### config.mk
export PLATFORM = sky130hd
export DESIGN_NAME = bemf_commutation_timer
export DESIGN_NICKNAME = d
export VERILOG_FILES = /design/src/rtl/bct_pkg.sv /design/src/rtl/bct_timebase.sv /design/src/rtl/bct_capture.sv /design/src/rtl/bct_sequencer.sv /design/src/rtl/bct_regs.sv /design/src/rtl/bemf_commutation_timer.sv
export SDC_FILE = /design/constraint.sdc
export NUM_CORES = 1
export LEC_CHECK = 0
export BUFFER_PORTS_ARGS = -buffer_cell sky130_fd_sc_hd__buf_2
export CORE_MARGIN = 5
export CORE_UTILIZATION = 55
export DETAILED_ROUTE_END_ITERATION = 8
export PLACE_DENSITY = 0.73
export SKIP_CTS_REPAIR_TIMING = 1
export SYNTH_ARGS = -nofsm -noshare
export SYNTH_HDL_FRONTEND = slang
export SYNTH_SLANG_ARGS = --single-unit
### constraint.sdc
create_clock -name clk -period 8.9 [get_ports clk]
set_input_delay 0 -clock clk [delete_from_list [all_inputs] [get_ports clk]]
set_output_delay 0 -clock clk [all_outputs]
set_load 0.02 [all_outputs]
### src/rtl/bct_pkg.sv
package bct_pkg;
    localparam int CNT_W     = 8;
    localparam int RATIO_W   = 4;
    localparam int WGT_SHIFT = 5;
    localparam int ADDR_W    = 4;
    localparam int PRE_W     = (1 << RATIO_W) - 1;
    localparam int FLAG_W    = 4;

    localparam logic [ADDR_W-1:0] A_CTRL   = 4'h0;
    localparam logic [ADDR_W-1:0] A_WEIGHT = 4'h1;
    localparam logic [ADDR_W-1:0] A_DLY    = 4'h2;
    localparam logic [ADDR_W-1:0] A_PRE    = 4'h3;
    localparam logic [ADDR_W-1:0] A_ACT    = 4'h4;
    localparam logic [ADDR_W-1:0] A_FLAGS  = 4'h5;
    localparam logic [ADDR_W-1:0] A_MASK   = 4'h6;
    localparam logic [ADDR_W-1:0] A_SWCMD  = 4'h7;
    localparam logic [ADDR_W-1:0] A_CNT    = 4'h8;
    localparam logic [ADDR_W-1:0] A_RATIO  = 4'h9;
    localparam logic [ADDR_W-1:0] A_ZCUR   = 4'hA;
    localparam logic [ADDR_W-1:0] A_ZPRV   = 4'hB;
    localparam logic [ADDR_W-1:0] A_DCAP   = 4'hC;

    typedef enum logic [1:0] {
        ST_WAIT_Z = 2'd0,
        ST_WAIT_C = 2'd1,
        ST_WAIT_D = 2'd2
    } step_state_e;

    typedef struct packed {
        logic ovf;
        logic d;
        logic c;
        logic z;
    } evt_flags_t;

    typedef struct packed {
        logic dsel;
        logic auto_mode;
    } ctrl_t;

    function automatic logic [CNT_W-1:0] commute_delay(
        input logic [CNT_W-1:0] wgt,
        input logic [CNT_W-1:0] src
    );
        logic [2*CNT_W-1:0] prod;
        logic [2*CNT_W-1:0] scaled;
        prod   = {{CNT_W{1'b0}}, wgt} * {{CNT_W{1'b0}}, src};
        scaled = prod >> WGT_SHIFT;
        if (|scaled[2*CNT_W-1:CNT_W])
            return {CNT_W{1'b1}};
        return scaled[CNT_W-1:0];
    endfunction
endpackage

### src/rtl/bct_timebase.sv
module bct_timebase
    import bct_pkg::*;
(
    input  logic               clk,
    input  logic               rst,
    input  logic               clr,
    input  logic               cnt_we,
    input  logic [CNT_W-1:0]   cnt_wdata,
    input  logic               ratio_we,
    input  logic [RATIO_W-1:0] ratio_wdata,
    output logic [CNT_W-1:0]   cnt_q,
    output logic [RATIO_W-1:0] ratio_q,
    output logic               ovf_evt,
    output logic               rescale
);
    logic [PRE_W-1:0] presc_q;
    logic [PRE_W-1:0] presc_lim;
    logic             tick;

    assign presc_lim = ~({PRE_W{1'b1}} << ratio_q);
    assign tick      = (presc_q == presc_lim);
    assign ovf_evt   = tick && (cnt_q == {CNT_W{1'b1}}) && !clr && !cnt_we;
    assign rescale   = ovf_evt && (ratio_q != {RATIO_W{1'b1}});

    always_ff @(posedge clk) begin
        if (rst) begin
            cnt_q   <= '0;
            presc_q <= '0;
            ratio_q <= '0;
        end else begin
            if (clr)
                cnt_q <= '0;
            else if (cnt_we)
                cnt_q <= cnt_wdata;
            else if (tick)
                cnt_q <= cnt_q + 1'b1;

            if (clr || cnt_we || ratio_we || tick)
                presc_q <= '0;
            else
                presc_q <= presc_q + 1'b1;

            if (ratio_we)
                ratio_q <= ratio_wdata;
            else if (rescale)
                ratio_q <= ratio_q + 1'b1;
        end
    end

    // an accepted zero crossing restarts the time base
    a_r3_cnt_clear: assert property (@(posedge clk) disable iff (rst)
        clr |=> (cnt_q == '0));

    // the step ratio saturates at its top value
    a_r10_ratio_sat: assert property (@(posedge clk) disable iff (rst)
        (ovf_evt && !ratio_we && ratio_q == {RATIO_W{1'b1}}) |=> (ratio_q == {RATIO_W{1'b1}}));
endmodule

### src/rtl/bct_capture.sv
module bct_capture
    import bct_pkg::*;
(
    input  logic             clk,
    input  logic             rst,
    input  logic             z_take,
    input  logic             d_take,
    input  logic             halve,
    input  logic [CNT_W-1:0] cnt,
    output logic [CNT_W-1:0] zcur_q,
    output logic [CNT_W-1:0] zprv_q,
    output logic [CNT_W-1:0] dcap_q
);
    always_ff @(posedge clk) begin
        if (rst) begin
            zcur_q <= '0;
            zprv_q <= '0;
            dcap_q <= '0;
        end else begin
            if (z_take) begin
                zcur_q <= cnt;
                zprv_q <= zcur_q;
            end else if (halve) begin
                zcur_q <= zcur_q >> 1;
                zprv_q <= zprv_q >> 1;
            end

            if (d_take)
                dcap_q <= cnt;
            else if (halve)
                dcap_q <= dcap_q >> 1;
        end
    end

    // the older measurement moves to the previous-capture slot
    a_r3_prev_shift: assert property (@(posedge clk) disable iff (rst)
        z_take |=> (zprv_q == $past(zcur_q)));

    // a rescale halves the current capture
    a_r10_halve: assert property (@(posedge clk) disable iff (rst)
        (halve && !z_take) |=> (zcur_q == ($past(zcur_q) >> 1)));
endmodule

### src/rtl/bct_sequencer.sv
module bct_sequencer
    import bct_pkg::*;
(
    input  logic             clk,
    input  logic             rst,
    input  logic             z_in,
    input  logic             d_in,
    input  logic             auto_mode,
    input  logic             sw_req,
    input  logic [CNT_W-1:0] cnt,
    input  logic [CNT_W-1:0] dly_calc,
    output logic             z_take,
    output logic             c_take,
    output logic             d_take,
    output step_state_e      st_q
);
    logic c_due;

    assign c_due  = auto_mode ? (cnt >= dly_calc) : sw_req;
    assign z_take = z_in && (st_q == ST_WAIT_Z);
    assign d_take = d_in && (st_q == ST_WAIT_D);
    assign c_take = c_due && (st_q == ST_WAIT_C);

    always_ff @(posedge clk) begin
        if (rst)
            st_q <= ST_WAIT_Z;
        else if (z_take)
            st_q <= ST_WAIT_C;
        else if (c_take)
            st_q <= ST_WAIT_D;
        else if (d_take)
            st_q <= ST_WAIT_Z;
    end

    // an accepted zero crossing leads to waiting for commutation
    a_r4_z_to_wait_c: assert property (@(posedge clk) disable iff (rst)
        z_take |=> (st_q == ST_WAIT_C));

    // a commutation fires at most once per step
    a_r6_c_once: assert property (@(posedge clk) disable iff (rst)
        c_take |=> !c_take);

    // demagnetization end re-enables zero-crossing detection
    a_r9_d_rearm: assert property (@(posedge clk) disable iff (rst)
        d_take |=> (st_q == ST_WAIT_Z));
endmodule

### src/rtl/bct_regs.sv
module bct_regs
    import bct_pkg::*;
(
    input  logic               clk,
    input  logic               rst,
    input  logic               reg_we,
    input  logic [ADDR_W-1:0]  reg_addr,
    input  logic [CNT_W-1:0]   reg_wdata,
    input  evt_flags_t         hw_set,
    input  logic               c_take,
    input  logic [CNT_W-1:0]   cnt,
    input  logic [RATIO_W-1:0] ratio,
    input  logic [CNT_W-1:0]   zcur,
    input  logic [CNT_W-1:0]   zprv,
    input  logic [CNT_W-1:0]   dcap,
    output ctrl_t              ctrl_q,
    output logic [CNT_W-1:0]   dly_calc,
    output logic               sw_req,
    output logic               cnt_we,
    output logic               ratio_we,
    output logic [CNT_W-1:0]   phase_q,
    output logic [CNT_W-1:0]   reg_rdata,
    output logic               irq
);
    localparam int CTRL_W = $bits(ctrl_t);

    logic [CNT_W-1:0]  weight_q;
    logic [CNT_W-1:0]  dly_q;
    logic [CNT_W-1:0]  pre_q;
    evt_flags_t        flags_q;
    evt_flags_t        mask_q;
    evt_flags_t        keep;
    logic              wr_ctrl, wr_wgt, wr_dly, wr_pre, wr_flags, wr_mask;

    assign wr_ctrl  = reg_we && (reg_addr == A_CTRL);
    assign wr_wgt   = reg_we && (reg_addr == A_WEIGHT);
    assign wr_dly   = reg_we && (reg_addr == A_DLY);
    assign wr_pre   = reg_we && (reg_addr == A_PRE);
    assign wr_flags = reg_we && (reg_addr == A_FLAGS);
    assign wr_mask  = reg_we && (reg_addr == A_MASK);
    assign cnt_we   = reg_we && (reg_addr == A_CNT);
    assign ratio_we = reg_we && (reg_addr == A_RATIO);
    assign sw_req   = reg_we && (reg_addr == A_SWCMD) && reg_wdata[0];

    assign dly_calc = commute_delay(weight_q, ctrl_q.dsel ? zcur : zprv);
    assign keep     = wr_flags ? evt_flags_t'(reg_wdata[FLAG_W-1:0]) : evt_flags_t'({FLAG_W{1'b1}});
    assign irq      = |(flags_q & mask_q);

    always_ff @(posedge clk) begin
        if (rst) begin
            ctrl_q   <= '0;
            weight_q <= '0;
            dly_q    <= '0;
            pre_q    <= '0;
            phase_q  <= '0;
            flags_q  <= '0;
            mask_q   <= '0;
        end else begin
            if (wr_ctrl)
                ctrl_q <= ctrl_t'(reg_wdata[CTRL_W-1:0]);
            if (wr_wgt)
                weight_q <= reg_wdata;
            if (ctrl_q.auto_mode)
                dly_q <= dly_calc;
            else if (wr_dly)
                dly_q <= reg_wdata;
            if (wr_pre)
                pre_q <= reg_wdata;
            if (c_take)
                phase_q <= pre_q;
            if (wr_mask)
                mask_q <= evt_flags_t'(reg_wdata[FLAG_W-1:0]);
            flags_q <= (flags_q & keep) | hw_set;
        end
    end

    always_comb begin
        reg_rdata = '0;
        unique case (reg_addr)
            A_CTRL:   reg_rdata = {{(CNT_W-CTRL_W){1'b0}}, ctrl_q};
            A_WEIGHT: reg_rdata = weight_q;
            A_DLY:    reg_rdata = dly_q;
            A_PRE:    reg_rdata = pre_q;
            A_ACT:    reg_rdata = phase_q;
            A_FLAGS:  reg_rdata = {{(CNT_W-FLAG_W){1'b0}}, flags_q};
            A_MASK:   reg_rdata = {{(CNT_W-FLAG_W){1'b0}}, mask_q};
            A_CNT:    reg_rdata = cnt;
            A_RATIO:  reg_rdata = {{(CNT_W-RATIO_W){1'b0}}, ratio};
            A_ZCUR:   reg_rdata = zcur;
            A_ZPRV:   reg_rdata = zprv;
            A_DCAP:   reg_rdata = dcap;
            default:  reg_rdata = '0;
        endcase
    end

    // in automatic mode the delay register ignores software writes
    a_r6_dly_readonly: assert property (@(posedge clk) disable iff (rst)
        (ctrl_q.auto_mode && wr_dly) |=> (dly_q == $past(dly_calc)));

    // the staged phase pattern becomes active at the commutation
    a_r8_phase_xfer: assert property (@(posedge clk) disable iff (rst)
        c_take |=> (phase_q == $past(pre_q)));

    // a hardware set wins over a same-cycle software clear
    a_r11_set_wins: assert property (@(posedge clk) disable iff (rst)
        hw_set.d |=> flags_q.d);
endmodule

### src/rtl/bemf_commutation_timer.sv
module bemf_commutation_timer
    import bct_pkg::*;
(
    input  logic              clk,
    input  logic              rst,
    input  logic              zc_pulse,
    input  logic              demag_pulse,
    input  logic              reg_we,
    input  logic [ADDR_W-1:0] reg_addr,
    input  logic [CNT_W-1:0]  reg_wdata,
    output logic [CNT_W-1:0]  reg_rdata,
    output logic              irq,
    output logic              commutate,
    output logic [CNT_W-1:0]  phase_out
);
    logic [CNT_W-1:0]   cnt;
    logic [RATIO_W-1:0] ratio;
    logic               ovf_evt, rescale;
    logic [CNT_W-1:0]   zcur, zprv, dcap;
    logic               z_take, c_take, d_take;
    step_state_e        st;
    ctrl_t              ctrl;
    logic [CNT_W-1:0]   dly_calc;
    logic               sw_req, cnt_we, ratio_we;
    evt_flags_t         hw_set;

    assign hw_set = '{ovf: ovf_evt, d: d_take, c: c_take, z: z_take};

    bct_timebase u_timebase (
        .clk         (clk),
        .rst         (rst),
        .clr         (z_take),
        .cnt_we      (cnt_we),
        .cnt_wdata   (reg_wdata),
        .ratio_we    (ratio_we),
        .ratio_wdata (reg_wdata[RATIO_W-1:0]),
        .cnt_q       (cnt),
        .ratio_q     (ratio),
        .ovf_evt     (ovf_evt),
        .rescale     (rescale)
    );

    bct_capture u_capture (
        .clk    (clk),
        .rst    (rst),
        .z_take (z_take),
        .d_take (d_take),
        .halve  (rescale),
        .cnt    (cnt),
        .zcur_q (zcur),
        .zprv_q (zprv),
        .dcap_q (dcap)
    );

    bct_sequencer u_sequencer (
        .clk       (clk),
        .rst       (rst),
        .z_in      (zc_pulse),
        .d_in      (demag_pulse),
        .auto_mode (ctrl.auto_mode),
        .sw_req    (sw_req),
        .cnt       (cnt),
        .dly_calc  (dly_calc),
        .z_take    (z_take),
        .c_take    (c_take),
        .d_take    (d_take),
        .st_q      (st)
    );

    bct_regs u_regs (
        .clk       (clk),
        .rst       (rst),
        .reg_we    (reg_we),
        .reg_addr  (reg_addr),
        .reg_wdata (reg_wdata),
        .hw_set    (hw_set),
        .c_take    (c_take),
        .cnt       (cnt),
        .ratio     (ratio),
        .zcur      (zcur),
        .zprv      (zprv),
        .dcap      (dcap),
        .ctrl_q    (ctrl),
        .dly_calc  (dly_calc),
        .sw_req    (sw_req),
        .cnt_we    (cnt_we),
        .ratio_we  (ratio_we),
        .phase_q   (phase_out),
        .reg_rdata (reg_rdata),
        .irq       (irq)
    );

    always_ff @(posedge clk) begin
        if (rst)
            commutate <= 1'b0;
        else
            commutate <= c_take;
    end

    // a commutation is only issued while waiting for one
    a_r7_c_in_step: assert property (@(posedge clk) disable iff (rst)
        c_take |-> (st == ST_WAIT_C));

    // the commutation strobe follows the commutation by one cycle
    a_r8_strobe: assert property (@(posedge clk) disable iff (rst)
        c_take |=> commutate);
endmodule

==> results, run 1 <==
- In this run, the clock network consumes 42.4% of the power.
- The final estimated routing congestion in global placement is 0.948.
- The post-place setup slack is 1.52 ns.
- The maximum level of the CTS H-tree is 3.
- In this run the standard cell core region covers 13800 um^2.
- The count of buffers from port buffering is 34.
- The die extent in y is 128 um.
- The initial antenna violation count came to 0.
- The slew of the pin with the lowest slew margin is 0.813 ns.
- The clock sink count is 96.
- The combined global-route utilization of all metal layers is 25.8%.
- The library cells used most frequently in the layout, excluding fill and tap cells, are nor2_1, dfxtp_1, mux2i_1, inv_1, nor2b_1.
- The count of cell types in the netlist is 72.
- The cell-internal power is 0.726 mW.
- The final worst setup slack is 1.40 ns.
- The mapped cell area is 7660 um^2.
- The commonest non-fill, non-tap cell in the layout is nor2_1.
- The count of pins over their slew limit is 0.
- The worst clock skew on the final layout is 0.00698 ns.
- Counting the buffers created by CTS gives 9.
- The most frequently used flop master after synthesis is dfxtp_1.
- The final-report hold violation count is 1.
- The area of placed instances is 7810 um^2.
- The largest total area in the synthesized netlist belongs to dfxtp_1.
- The share of total power dissipated in sequential elements is 46.5%.
- The checks that failed: hold timing.
- Global routing finished with a remaining overflow of 0.
- The area added between synthesis and finish is 6.19%.
- Counting flops and latches in the post-synthesis netlist gives 96.
- The chip width is 128 um.
- The first-pass detailed-route iteration total is 5.
- Setup violations remaining at the end of the flow were counted as 0.
- CTS placed an instance of clkbuf_16 at the clock tree root.
- In this run the power density over the cells is 122 nW/um^2.
- In the synthesized netlist the async set-or-reset flop fraction comes to 0%.
- In this run the critical register-to-register path is launched from u_regs.ctrl_q[1].
- The cell leakage power is 3.44 nW.
- The net count of the finished layout is 994.
- The total negative slack for setup checks is 0 ns.
- In this run the worst setup path begins at u_regs.ctrl_q[1].
- The via count of the first global-routing pass was 6239.
- The part of the power in combinational logic is 11.1%.
- Counting flops with a built-in enable in the synthesized netlist gives 0.
- STA puts the critical path data arrival time at 7.70 ns.
- The max-slew headroom at the worst pin is 45.8%.
- The reported net switching power is 0.270 mW.
- Overall power consumption after layout is estimated at 0.996 mW.
- Setup repair after global routing left no endpoint under its margin.
- After synthesis, the largest area contributor takes up 25.1% of total cell area.
- The mean routed wirelength per cell is 19.0 um.
- The design area is 8140 um^2.
- The overall die area is 16400 um^2.
- The maximum number of buffers from clock root to sink is 2.
- Timing would allow up to 0.133 GHz.
- The later pin in the worst-skew pair is clocked with a latency of 0.34 ns.
- The final routed wirelength across all metal layers is 20500 um.
- Across the run, the number of max-cap violations was 0.
- A synthesized cell averages 8.47 um^2.
- STA classifies the critical path endpoint as a flip-flop.
- The final critical path takes up 84.3% of the cycle.
- In this run the worst path has a maximum fanout of 12.
- The number of top-level design ports is 35.
- The worst setup path is launched from a flip-flop.
- The remaining antenna violation count after routing is 0.
- STA puts the critical path data required time at 9.09 ns.
- The number of nets handed over by synthesis was 1003.
- The final route contains 6491 vias.
- The critical path class is flip-flop to flip-flop.
- In this run switching power makes up 27.1% of total power.
- The sequential element share of the synthesized area is 25.1%.
- The initial core utilization is 55.6%.
- In the final layout, the share of cells above drive strength 1 is 8.33%.
- The worst-case IR drop observed on VDD is 0.000123 V.
- The kind of path behind the tightest hold check is input pin to flip-flop.
- During synthesis, Yosys emitted a total of 0 warnings.
- The flow ran to the end, but the final reports show violations.
- The placed wire-length estimate is 15400 um.
- The worst hold slack across all endpoints is -0.00250 ns.
- The cell row count is 43.
- The worst hold path startpoint is reg_wdata[4].
- The post-detailed-route via-to-cell ratio is 6.01.
- The synthesized instance count is 904.
- The DRC violations left is 0.
- Clock-pin slew was measured on the worst setup and hold paths at 0.07 ns.
- The minimum period implied by the final worst setup slack is 7.50 ns.
- The number of antenna repair diodes is 0.
- Sorting the synthesized cells by area gives the leading types as dfxtp_1, fa_1, mux2i_1, ha_1, nor2_1.
- The wire length of the first global-routing pass is 33900 um.
- TritonCTS built the clock tree.
- Entering global routing, the biggest net connects 75 pins.
- The starting DRC count in detailed routing is 731.
==> cell families after synthesis <==
| group | count (synthesis) | share of synthesized area (%) |
|---|---|---|
| multiplexers | 74 | 10.0 |
| adder cells (fa/ha/maj) | 82 | 16.8 |
| AND/OR/NAND/NOR | 325 | 22.0 |
| buffers and inverters | 121 | 6.65 |
| AO/OA/AOI/OAI | 177 | 16.2 |
| XOR/XNOR | 29 | 3.32 |
| flip-flops | 96 | 25.1 |
==> metrics by stage <==
| step | hold WS, ns | instances | util [%] |
|---|---|---|---|
| finish | -0.00250 | 1080 | 59.1 |
| CTS | -0.0243 | 1079 | 59.0 |
| global route | 0.00475 | 1080 | 59.1 |
| global placement | 0.320 | 1063 | 56.7 |
| floorplan | 0.133 | 904 | - |
| detailed placement | 0.329 | 1063 | 56.7 |
==> power by group through the flow <==
stage	Combinational, mW	Clock, mW	Sequential (mW)
3_3_place_gp	0.107	0	0.472
6_report	0.111	0.422	0.463
5_1_grt	0.124	0.442	0.464
2_1_floorplan	0.0839	0	0.460
3_5_place_dp	0.109	0	0.472
4_1_cts	0.109	0.423	0.462
==> layout make-up <==
class | instances | area (um^2)
fill | 1264 | 5640
tap | 180 | 225
clock buffer | 9 | 225
multi-input combinational | 687 | 5230
sequential | 96 | 1920
clock inverter | 7 | 93.8
timing repair buffer | 38 | 203
inverter | 63 | 236
==> flip-flops by register name, indices dropped and copies added, names as in the netlist <==
| signal | count |
|---|---|
| u_regs.flags_q | 4 |
| u_regs.phase_q | 8 |
| u_regs.mask_q | 4 |
| commutate | 1 |
| u_timebase.presc_q | 15 |
| u_regs.dly_q | 8 |
| u_capture.zcur_q | 8 |
| u_capture.dcap_q | 8 |
| u_timebase.cnt_q | 8 |
| u_regs.weight_q | 8 |
| u_capture.zprv_q | 8 |
| u_regs.pre_q | 8 |
| u_timebase.ratio_q | 4 |
| u_sequencer.st_q | 2 |
| u_regs.ctrl_q | 2 |
==> worst max-delay path, cell delays in order (launching register included) <==
cell	delay, ns
dfxtp_1	0.65
mux2i_1	0.63
nor2b_1	0.15
fa_1	0.53
fa_1	0.54
fa_1	0.55
inv_1	0.06
fa_1	0.54
inv_1	0.04
ha_1	0.38
a211oi_1	0.34
o22ai_1	0.15
a31oi_1	0.21
a31oi_1	0.11
o211ai_1	0.60
o21ba_2	0.27
ha_1	0.28
a21o_1	0.18
a21o_1	0.16
a21oi_1	0.14
o221ai_1	0.15
o2111ai_1	0.20
buf_4	0.25
mux2i_1	0.20
nor2_1	0.06
==> worst paths after layout <==
kind | slack, ns | cells past startpoint | end
min reg2reg | 0.50 | 2 | u_regs.flags_q[1]
max reg2reg | 1.40 | 24 | u_regs.phase_q[4]
max | 1.40 | 24 | u_regs.phase_q[4]
min | -0.002 | 3 | u_timebase.cnt_q[4]
==> per-layer routing <==
layer,routed length (um),vias to the layer above,global-route usage (%)
met5,0,-,0
met4,418,0,7.37
met3,1550,39,5.21
met2,8950,236,38.2
met1,9610,3079,38.1
li1,-,3137,-
==> synthesized netlist by cell type (3+ instances only) <==
library cell	instances
o221ai_1	3
dfxtp_1	96
o22ai_1	3
a21o_1	8
ha_1	47
xnor2_1	18
nor2b_1	62
and3_1	16
buf_6	5
a221o_1	3
a22oi_1	11
mux2i_1	67
a22o_1	6
a221oi_1	3
a21oi_1	33
nor2_1	104
mux2_2	4
a32oi_1	4
buf_2	8
a31oi_1	6
nand2b_1	15
xor2_1	11
buf_1	4
o2111ai_1	4
a211oi_1	33
o21a_1	4
nor4_1	3
and4_1	3
nand3_1	31
or3_1	4
nand4_1	8
inv_1	63
and2_1	3
fa_1	35
clkbuf_1	39
o21ai_0	32
a2bb2oi_1	3
nor3_1	8
nand2_1	49
Power figures use the tool's default switching activity.
==> inputs of run 2 (changes only) <==
Clock period 8.9 ns to 7.4 ns, I/O delays scaled along.
==> results, run 2 (synthesis results as in run 1) <==
- Run status: finished, violations left (unchanged).
- Failing checks: hold timing (unchanged).
- The global routing met2 resource utilization is 39.6% (was 38.2%).
- The initial antenna violation count was 0 (unchanged).
- The first-pass detailed-route iteration total came to 5 (unchanged).
- The max capacitance violation total came to 0 (unchanged).
- The number of buffers created by CTS is 9 (unchanged).
- Most frequent cells in the layout: nor2_1, dfxtp_1, mux2i_1, inv_1, nor2b_1 (unchanged).
- The CTS tree is yes (unchanged).
- The mean routed wirelength per cell is 19.4 um (was 19.0 um).
- The root buffer cell is clkbuf_16 (unchanged).
- The final estimated routing congestion in global placement was 0.926 (was 0.948).
- The routing layer with the top usage in global route is met2 (unchanged).
- The flip-flop count of the largest register after layout is 15 (unchanged).
- The kind of path behind the tightest hold check is input pin to flip-flop (unchanged).
- The maximum resistive drop on vdd was 0.000115 V (was 0.000123 V).
- The register-to-register setup slack was 0.40 ns (was 1.40 ns).
- The worst hold slack across all endpoints is -0.00580 ns (was -0.00250 ns).
- The number of top-level design ports is 35 (unchanged).
- The net count of the finished layout is 1006 (was 994).
- The via count of the first global-routing pass came to 6348 (was 6239).
- The clock sink count was 96 (unchanged).
- The maximum level of the CTS H-tree came to 3 (unchanged).
- The most flop-heavy register is u_timebase.presc_q (unchanged).
- The global-route track usage on met3 is 4.67% (was 5.21%).
- The chip width was 128 um (unchanged).
- The sum of buffers and inverters on the critical path is 6 (was 3).
- Unrepaired setup endpoints after global routing: false (unchanged).
- The post-detailed-route via-to-cell ratio is 6.15 (was 6.01).
- The largest net degree at the start of global routing is 75 (unchanged).
- The DRC violations left is 0 (unchanged).
- The maximum single-stage delay on the critical path came to 0.56 ns (was 0.65 ns).
- The kind of start point of the critical path is a flip-flop (unchanged).
- The final routed wirelength across all metal layers is 21200 um (was 20500 um).
- The total via count in the routed design is 6715 (was 6491).
- The power consumption is 1.17 mW (was 0.996 mW).
- The starting DRC count in detailed routing came to 896 (was 731).
- The wire length of the first global-routing pass is 34300 um (was 33900 um).
- The final critical-path share of the clock period is 94.5% (was 84.3%).
- The endpoint kind of the worst setup timing path is a flip-flop (unchanged).
- The cell row count was 43 (unchanged).
- The standard cell with the maximum stage delay on the critical path is fa_1 (was dfxtp_1).
- The cell area power density is 142 nW/um^2 (was 122 nW/um^2).
- The maximum fanout along the worst path is 12 (unchanged).
- The clock-pin slew of the registers on the worst-case setup and hold paths is 0.06 ns (was 0.07 ns).
- The combined global-route utilization of all metal layers is 26.3% (was 25.8%).
- The cell leakage power is 3.49 nW (was 3.44 nW).
- The clock latency on the worst-skew pair is 0.34 ns (about the same).
- The critical path data required time is 7.59 ns (was 9.09 ns).
- The number of antenna repair diodes came to 0 (unchanged).
- The minimum period implied by the final worst setup slack was 7.00 ns (was 7.50 ns).
- The placeable core region came to 13800 um^2 (unchanged).
- The commonest non-fill, non-tap cell in the layout is nor2_1 (unchanged).
- The worst clock skew on the final layout was 0.00755 ns (was 0.00698 ns).
- The maximum number of buffers from clock root to sink was 2 (unchanged).
- The max-slew headroom at the worst pin is 44.2% (was 45.8%).
- The placed wire-length estimate came to 15800 um (was 15400 um).
- The kind of cell with the highest combined delay on the critical path is adder cells (unchanged).
- The critical path class is flip-flop to flip-flop (unchanged).
- The initial core utilization is 55.6% (unchanged).
- The overall die area came to 16400 um^2 (unchanged).
- The area added between synthesis and finish is 7.27% (was 6.19%).
- The number of setup violations in the final report is 0 (unchanged).
- The die extent in y is 128 um (unchanged).
- The count of pins over their slew limit came to 0 (unchanged).
- The cell with the most instances on the worst path is fa_1 (unchanged).
- The slew of the pin with the lowest slew margin is 0.836 ns (was 0.813 ns).
- The highest clock rate was 0.143 GHz (was 0.133 GHz).
- The worst endpoint data arrival time came to 7.19 ns (was 7.70 ns).
- The layout cell share with drive strength beyond 1 is 9.43% (was 8.33%).
- The total negative slack for setup checks is 0 ns (unchanged).
- The residual overflow from global routing is 0 (unchanged).
- The global routing met1 resource utilization is 37.9% (was 38.1%).
- The remaining antenna violation count after routing is 0 (unchanged).
- The count of buffers from port buffering is 34 (unchanged).
- The final-report hold violation count is 1 (unchanged).
[run 2: changes by cell type in the layout (fill, tap and decap cells not counted), sizes merged]
cell         delta
clkinvlp        -1
dlygate4sd3     +1
bufinv          -1
clkbuf          +2
buf            +11
inv             -1
clkinv          +1
[run 2: area by class of cell]
| type | instances | area [um^2] |
|---|---|---|
| fillers | 1260 | 5560 |
| clock inverters | 5 | 56.3 |
| well taps | 180 | 225 |
| multi-input cells | 687 | 5240 |
| repair buffers | 50 | 299 |
| inverters | 63 | 236 |
| clock buffers | 11 | 243 |
| flip-flops and latches | 96 | 1920 |
[run 2: through the flow]
step                area (um^2)  util [%]  hold slack [ns]  worst slack (ns)  std cells
floorplan                  7660         -            0.133             0.616        904
global placement           7890      57.3            0.321             0.611       1074
detailed placement         7890      57.3            0.322             0.490       1074
CTS                        8190      59.4          -0.0270             0.375       1090
global route               8220      59.7           0.0127            0.0382       1092
finish                     8220      59.7         -0.00580             0.404       1092
[run 2: routing by layer]
metal | up-vias | part of all wire [%]
met3 | 50 | 7.6
met1 | 3206 | 45
li1 | 3159 | -
met2 | 300 | 44
met5 | - | 0
met4 | 0 | 3.3
[run 2: power by group]
part | switching, mW | internal (mW)
Sequential | 0.0265 | 0.530
Clock | 0.198 | 0.271
Combinational | 0.0892 | 0.0511
Total | 0.314 | 0.852
[run 2: path summary, 6_finish.rpt]
kind                         start                   to  cells past startpoint
setup / recovery  u_regs.ctrl_q[1]    u_regs.phase_q[7]                     27
hold / removal            zc_pulse  u_sequencer.st_q[0]                      3
setup reg to reg  u_regs.ctrl_q[1]    u_regs.phase_q[7]                     27
hold reg to reg   u_regs.mask_q[2]     u_regs.mask_q[2]                      2
[run 2: worst reg2reg max path: stages (launching register included)]
cell and delay [ns]:
dfxtp_1 0.44, buf_4 0.21, mux2i_1 0.21, buf_4 0.18, nor2b_1 0.07, fa_1 0.56
fa_1 0.45, fa_1 0.55, inv_1 0.06, fa_1 0.54, inv_1 0.05, ha_1 0.38
a211oi_1 0.35, o21bai_1 0.13, o2111a_1 0.25, or3_1 0.31, o211ai_1 0.09, buf_4 0.19
o21ba_2 0.18, ha_1 0.28, a21o_1 0.17, a21o_1 0.17, a21oi_1 0.15, o221ai_1 0.19
o2111ai_2 0.24, buf_6 0.21, mux2i_1 0.21, nor2_1 0.05
==> inputs of run 3 (changes only) <==
Settings changed: ABC_AREA set to 1.
==> results, run 3 <==
- The total negative slack for setup checks is 0 ns (unchanged).
- The flip-flop count of the largest register after layout was 15 (unchanged).
- The kind of path behind the tightest hold check was input pin to flip-flop (unchanged).
- The power consumption is 1.23 mW (was 1.17 mW).
- The maximum number of buffers from clock root to sink was 2 (unchanged).
- The share of synthesized flip-flops with an asynchronous set or reset is 0% (unchanged).
- The cell-internal power was 0.858 mW (was 0.852 mW).
- The final routed wirelength across all metal layers is 20200 um (was 21200 um).
- The count of buffers from port buffering is 34 (unchanged).
- The sum of buffers and inverters on the critical path was 5 (was 6).
- The largest net degree at the start of global routing was 47 (was 75).
- The CTS tree was yes (unchanged).
- The register-to-register setup slack was 0.59 ns (was 0.40 ns).
- The slew of the pin with the lowest slew margin is 1.00 ns (was 0.836 ns).
- The chip width is 126 um (was 128 um).
- Unrepaired setup endpoints after global routing: false (unchanged).
- The wire length of the first global-routing pass was 32400 um (was 34300 um).
- The critical path class is flip-flop to flip-flop (unchanged).
- The relative contribution of the clock network to total power is 40.1% (was 40.2%).
- The starting DRC count in detailed routing is 728 (was 896).
- The max capacitance violation total is 0 (unchanged).
- The part of the total power dissipated in sequential elements is 45.1% (was 47.7%).
- The cell leakage power was 3.67 nW (was 3.49 nW).
- The placeable core region came to 13200 um^2 (was 13800 um^2).
- The final estimated routing congestion in global placement was 0.951 (was 0.926).
- The endpoint kind of the worst setup timing path is a flip-flop (unchanged).
- The final critical-path share of the clock period was 92.1% (was 94.5%).
- The synthesized net count came to 1170 (was 1003).
- The final-report hold violation count was 3 (was 1).
- The kind of start point of the critical path is a flip-flop (unchanged).
- The initial core utilization came to 55.9% (was 55.6%).
- The reported net switching power is 0.371 mW (was 0.314 mW).
- The remaining antenna violation count after routing is 0 (unchanged).
- The commonest non-fill, non-tap cell in the layout is nand2_1 (was nor2_1).
- The area added between synthesis and finish is 8.76% (was 7.27%).
- The maximum fanout along the worst path was 14 (was 12).
- The top cell type by total area after synthesis is dfxtp_1 (unchanged).
- The kind of cell with the highest combined delay on the critical path is adder cells (unchanged).
- The sequential element share of the synthesized area is 26.1% (was 25.1%).
- The number of setup violations in the final report is 0 (unchanged).
- The max-slew headroom at the worst pin is 32.5% (was 44.2%).
- Most frequent cells in the layout: nand2_1, nor2_1, inv_1, dfxtp_1, o21ai_0 (was nor2_1, dfxtp_1, mux2i_1, inv_1, nor2b_1).
- The mean area per synthesized cell is 6.88 um^2 (was 8.47 um^2).
- The cell area power density is 153 nW/um^2 (was 142 nW/um^2).
- The final cell count without fillers came to 1280 (was 1092).
- The final worst setup slack is 0.586 ns (was 0.404 ns).
- The count of filler cells inserted in the layout came to 1253 (was 1260).
- The part of the power in combinational logic is 14.8% (was 12.0%).
- The count of pins over their slew limit is 0 (unchanged).
- The clock-pin slew of the registers on the worst-case setup and hold paths is 0.07 ns (was 0.06 ns).
- The switching share of power is 30.2% (was 26.9%).
- The most numerous cell in the Yosys netlist was nand2_1 (was nor2_1).
- The placed cell count is 1262 (was 1074).
- The post-place setup slack is 0.611 ns (was 0.490 ns).
- The cell row count is 42 (was 43).
- The number of synthesis warnings is 0 (unchanged).
- The mean routed wirelength per cell is 15.8 um (was 19.4 um).
- The maximum resistive drop on vdd is 0.000135 V (was 0.000115 V).
- The synthesized instance count is 1071 (was 904).
- The area fraction of the dominant cell type after synthesis is 26.1% (was 25.1%).
- The core occupancy in the finished layout is 60.7% (was 59.7%).
- The cell with the most instances on the worst path is nand2_1 (was fa_1).
- The net count of the finished layout was 1198 (was 1006).
- The highest clock rate is 0.147 GHz (was 0.143 GHz).
- The critical path data required time is 7.65 ns (was 7.59 ns).
- The DRC violations left is 0 (unchanged).
- The count of cell types in the netlist is 50 (was 72).
- The most flop-heavy register is u_timebase.presc_q (unchanged).
- The worst clock skew on the final layout came to 0.00677 ns (was 0.00755 ns).
- The combined global-route utilization of all metal layers is 25.2% (was 26.3%).
- The clock latency on the worst-skew pair was 0.35 ns (was 0.34 ns).
- The layout cell share with drive strength beyond 1 is 8.61% (was 9.43%).
- The standard cell with the maximum stage delay on the critical path is dfxtp_1 (was fa_1).
- The number of buffers created by CTS is 9 (unchanged).
- The residual overflow from global routing is 0 (unchanged).
- The maximum single-stage delay on the critical path is 0.61 ns (was 0.56 ns).
- Biggest area contributors in the synthesized netlist: dfxtp_1, nand2_1, fa_1, nor2_1, inv_1 (was dfxtp_1, fa_1, mux2i_1, ha_1, nor2_1).
- The number of register bits inferred by synthesis is 96 (unchanged).
- The initial antenna violation count is 0 (unchanged).
- The maximum level of the CTS H-tree is 3 (unchanged).
- The total via count in the routed design is 7041 (was 6715).
- The number of synthesized flops with an enable pin is 0 (unchanged).
- The worst hold slack across all endpoints is -0.0100 ns (was -0.00580 ns).
- The number of antenna repair diodes was 0 (unchanged).
- The mapped cell area came to 7370 um^2 (was 7660 um^2).
- The post-detailed-route via-to-cell ratio is 5.50 (was 6.15).
- The most frequently used flop master after synthesis is dfxtp_1 (unchanged).
- The worst endpoint data arrival time is 7.07 ns (was 7.19 ns).
- Failing checks: hold timing (unchanged).
- The placed wire-length estimate is 15700 um (was 15800 um).
- The first-pass detailed-route iteration total is 5 (unchanged).
- The design area came to 8010 um^2 (was 8220 um^2).
- List of most frequent post-synthesis cells: nand2_1, nor2_1, inv_1, dfxtp_1, o21ai_0 (was nor2_1, dfxtp_1, mux2i_1, inv_1, nor2b_1).
- The die extent in y was 126 um (was 128 um).
- The overall die area is 15800 um^2 (was 16400 um^2).
- The root buffer cell is clkbuf_16 (unchanged).
- The area of placed instances was 7680 um^2 (was 7890 um^2).
- The minimum period implied by the final worst setup slack is 6.81 ns (was 7.00 ns).
- The via count of the first global-routing pass came to 6120 (was 6348).
- The number of top-level design ports is 35 (unchanged).
- The clock sink count is 96 (unchanged).
- Run status: finished, violations left (unchanged).
==> run 3: changes by cell type in the layout (fill, tap and decap cells not counted), sizes merged, moves of 10 or more <==
cell / change
mux2i: -67
nor2: +65
a21oi: +37
inv: +104
a221oi: +12
and3: -16
xnor2: -10
buf: -10
nor2b: -64
a211oi: -32
nand2: +175
o21ai: +55
o22ai: +10
nand2b: -15
==> run 3: layout make-up <==
type,instances,area (um^2),area share [%]
Inverter,169,637,7.95
Multi-Input combinational cell,783,4700,58.7
Clock inverter,7,85.1,1.06
Tap cell,176,220,2.75
Clock buffer,9,225,2.81
Timing Repair Buffer,40,220,2.75
Sequential cell,96,1920,24.0
==> run 3: tightest hold or removal path, cell delays in order <==
cell,delay (ns)
buf_2,0.12
o21ai_0,0.08
a21oi_1,0.11
==> run 3: per-layer routing <==
metal / global-route usage [%] / routed length, um / share of wire [%] / up-vias
li1: - / - / - / 3511
met1: 37.9 / 9410 / 47 / 3215
met2: 38.5 / 8990 / 45 / 279
met3: 3.77 / 1410 / 7.0 / 36
met4: 5.62 / 382 / 1.9 / 0
met5: 0 / 0 / 0 / -
==> run 3: worst paths after layout <==
path                    start            endpoint  cells past startpoint
max          u_regs.ctrl_q[1]   u_regs.phase_q[3]                     30
min              reg_wdata[4]  u_regs.weight_q[4]                      3
max reg2reg  u_regs.ctrl_q[1]   u_regs.phase_q[3]                     30
min reg2reg  u_regs.mask_q[3]    u_regs.mask_q[3]                      2
==> run 3: power by group through the flow <==
stage,clock network (mW),registers [mW],logic [mW]
finish,0.493,0.555,0.181
global route,0.519,0.556,0.203
CTS,0.495,0.554,0.178
detailed placement,0,0.566,0.177
global placement,0,0.566,0.174
floorplan,0,0.556,0.129
==> run 3: cells by family after synthesis <==
| logic type | after synthesis | synth area share (%) |
|---|---|---|
| AO/OA/AOI/OAI | 208 | 16.2 |
| flip-flops | 96 | 26.1 |
| AND/OR/NAND/NOR | 468 | 27.1 |
| multiplexers | 2 | 0.272 |
| buffers and inverters | 192 | 10.1 |
| adder cells (fa/ha/maj) | 82 | 17.5 |
| XOR/XNOR | 23 | 2.73 |
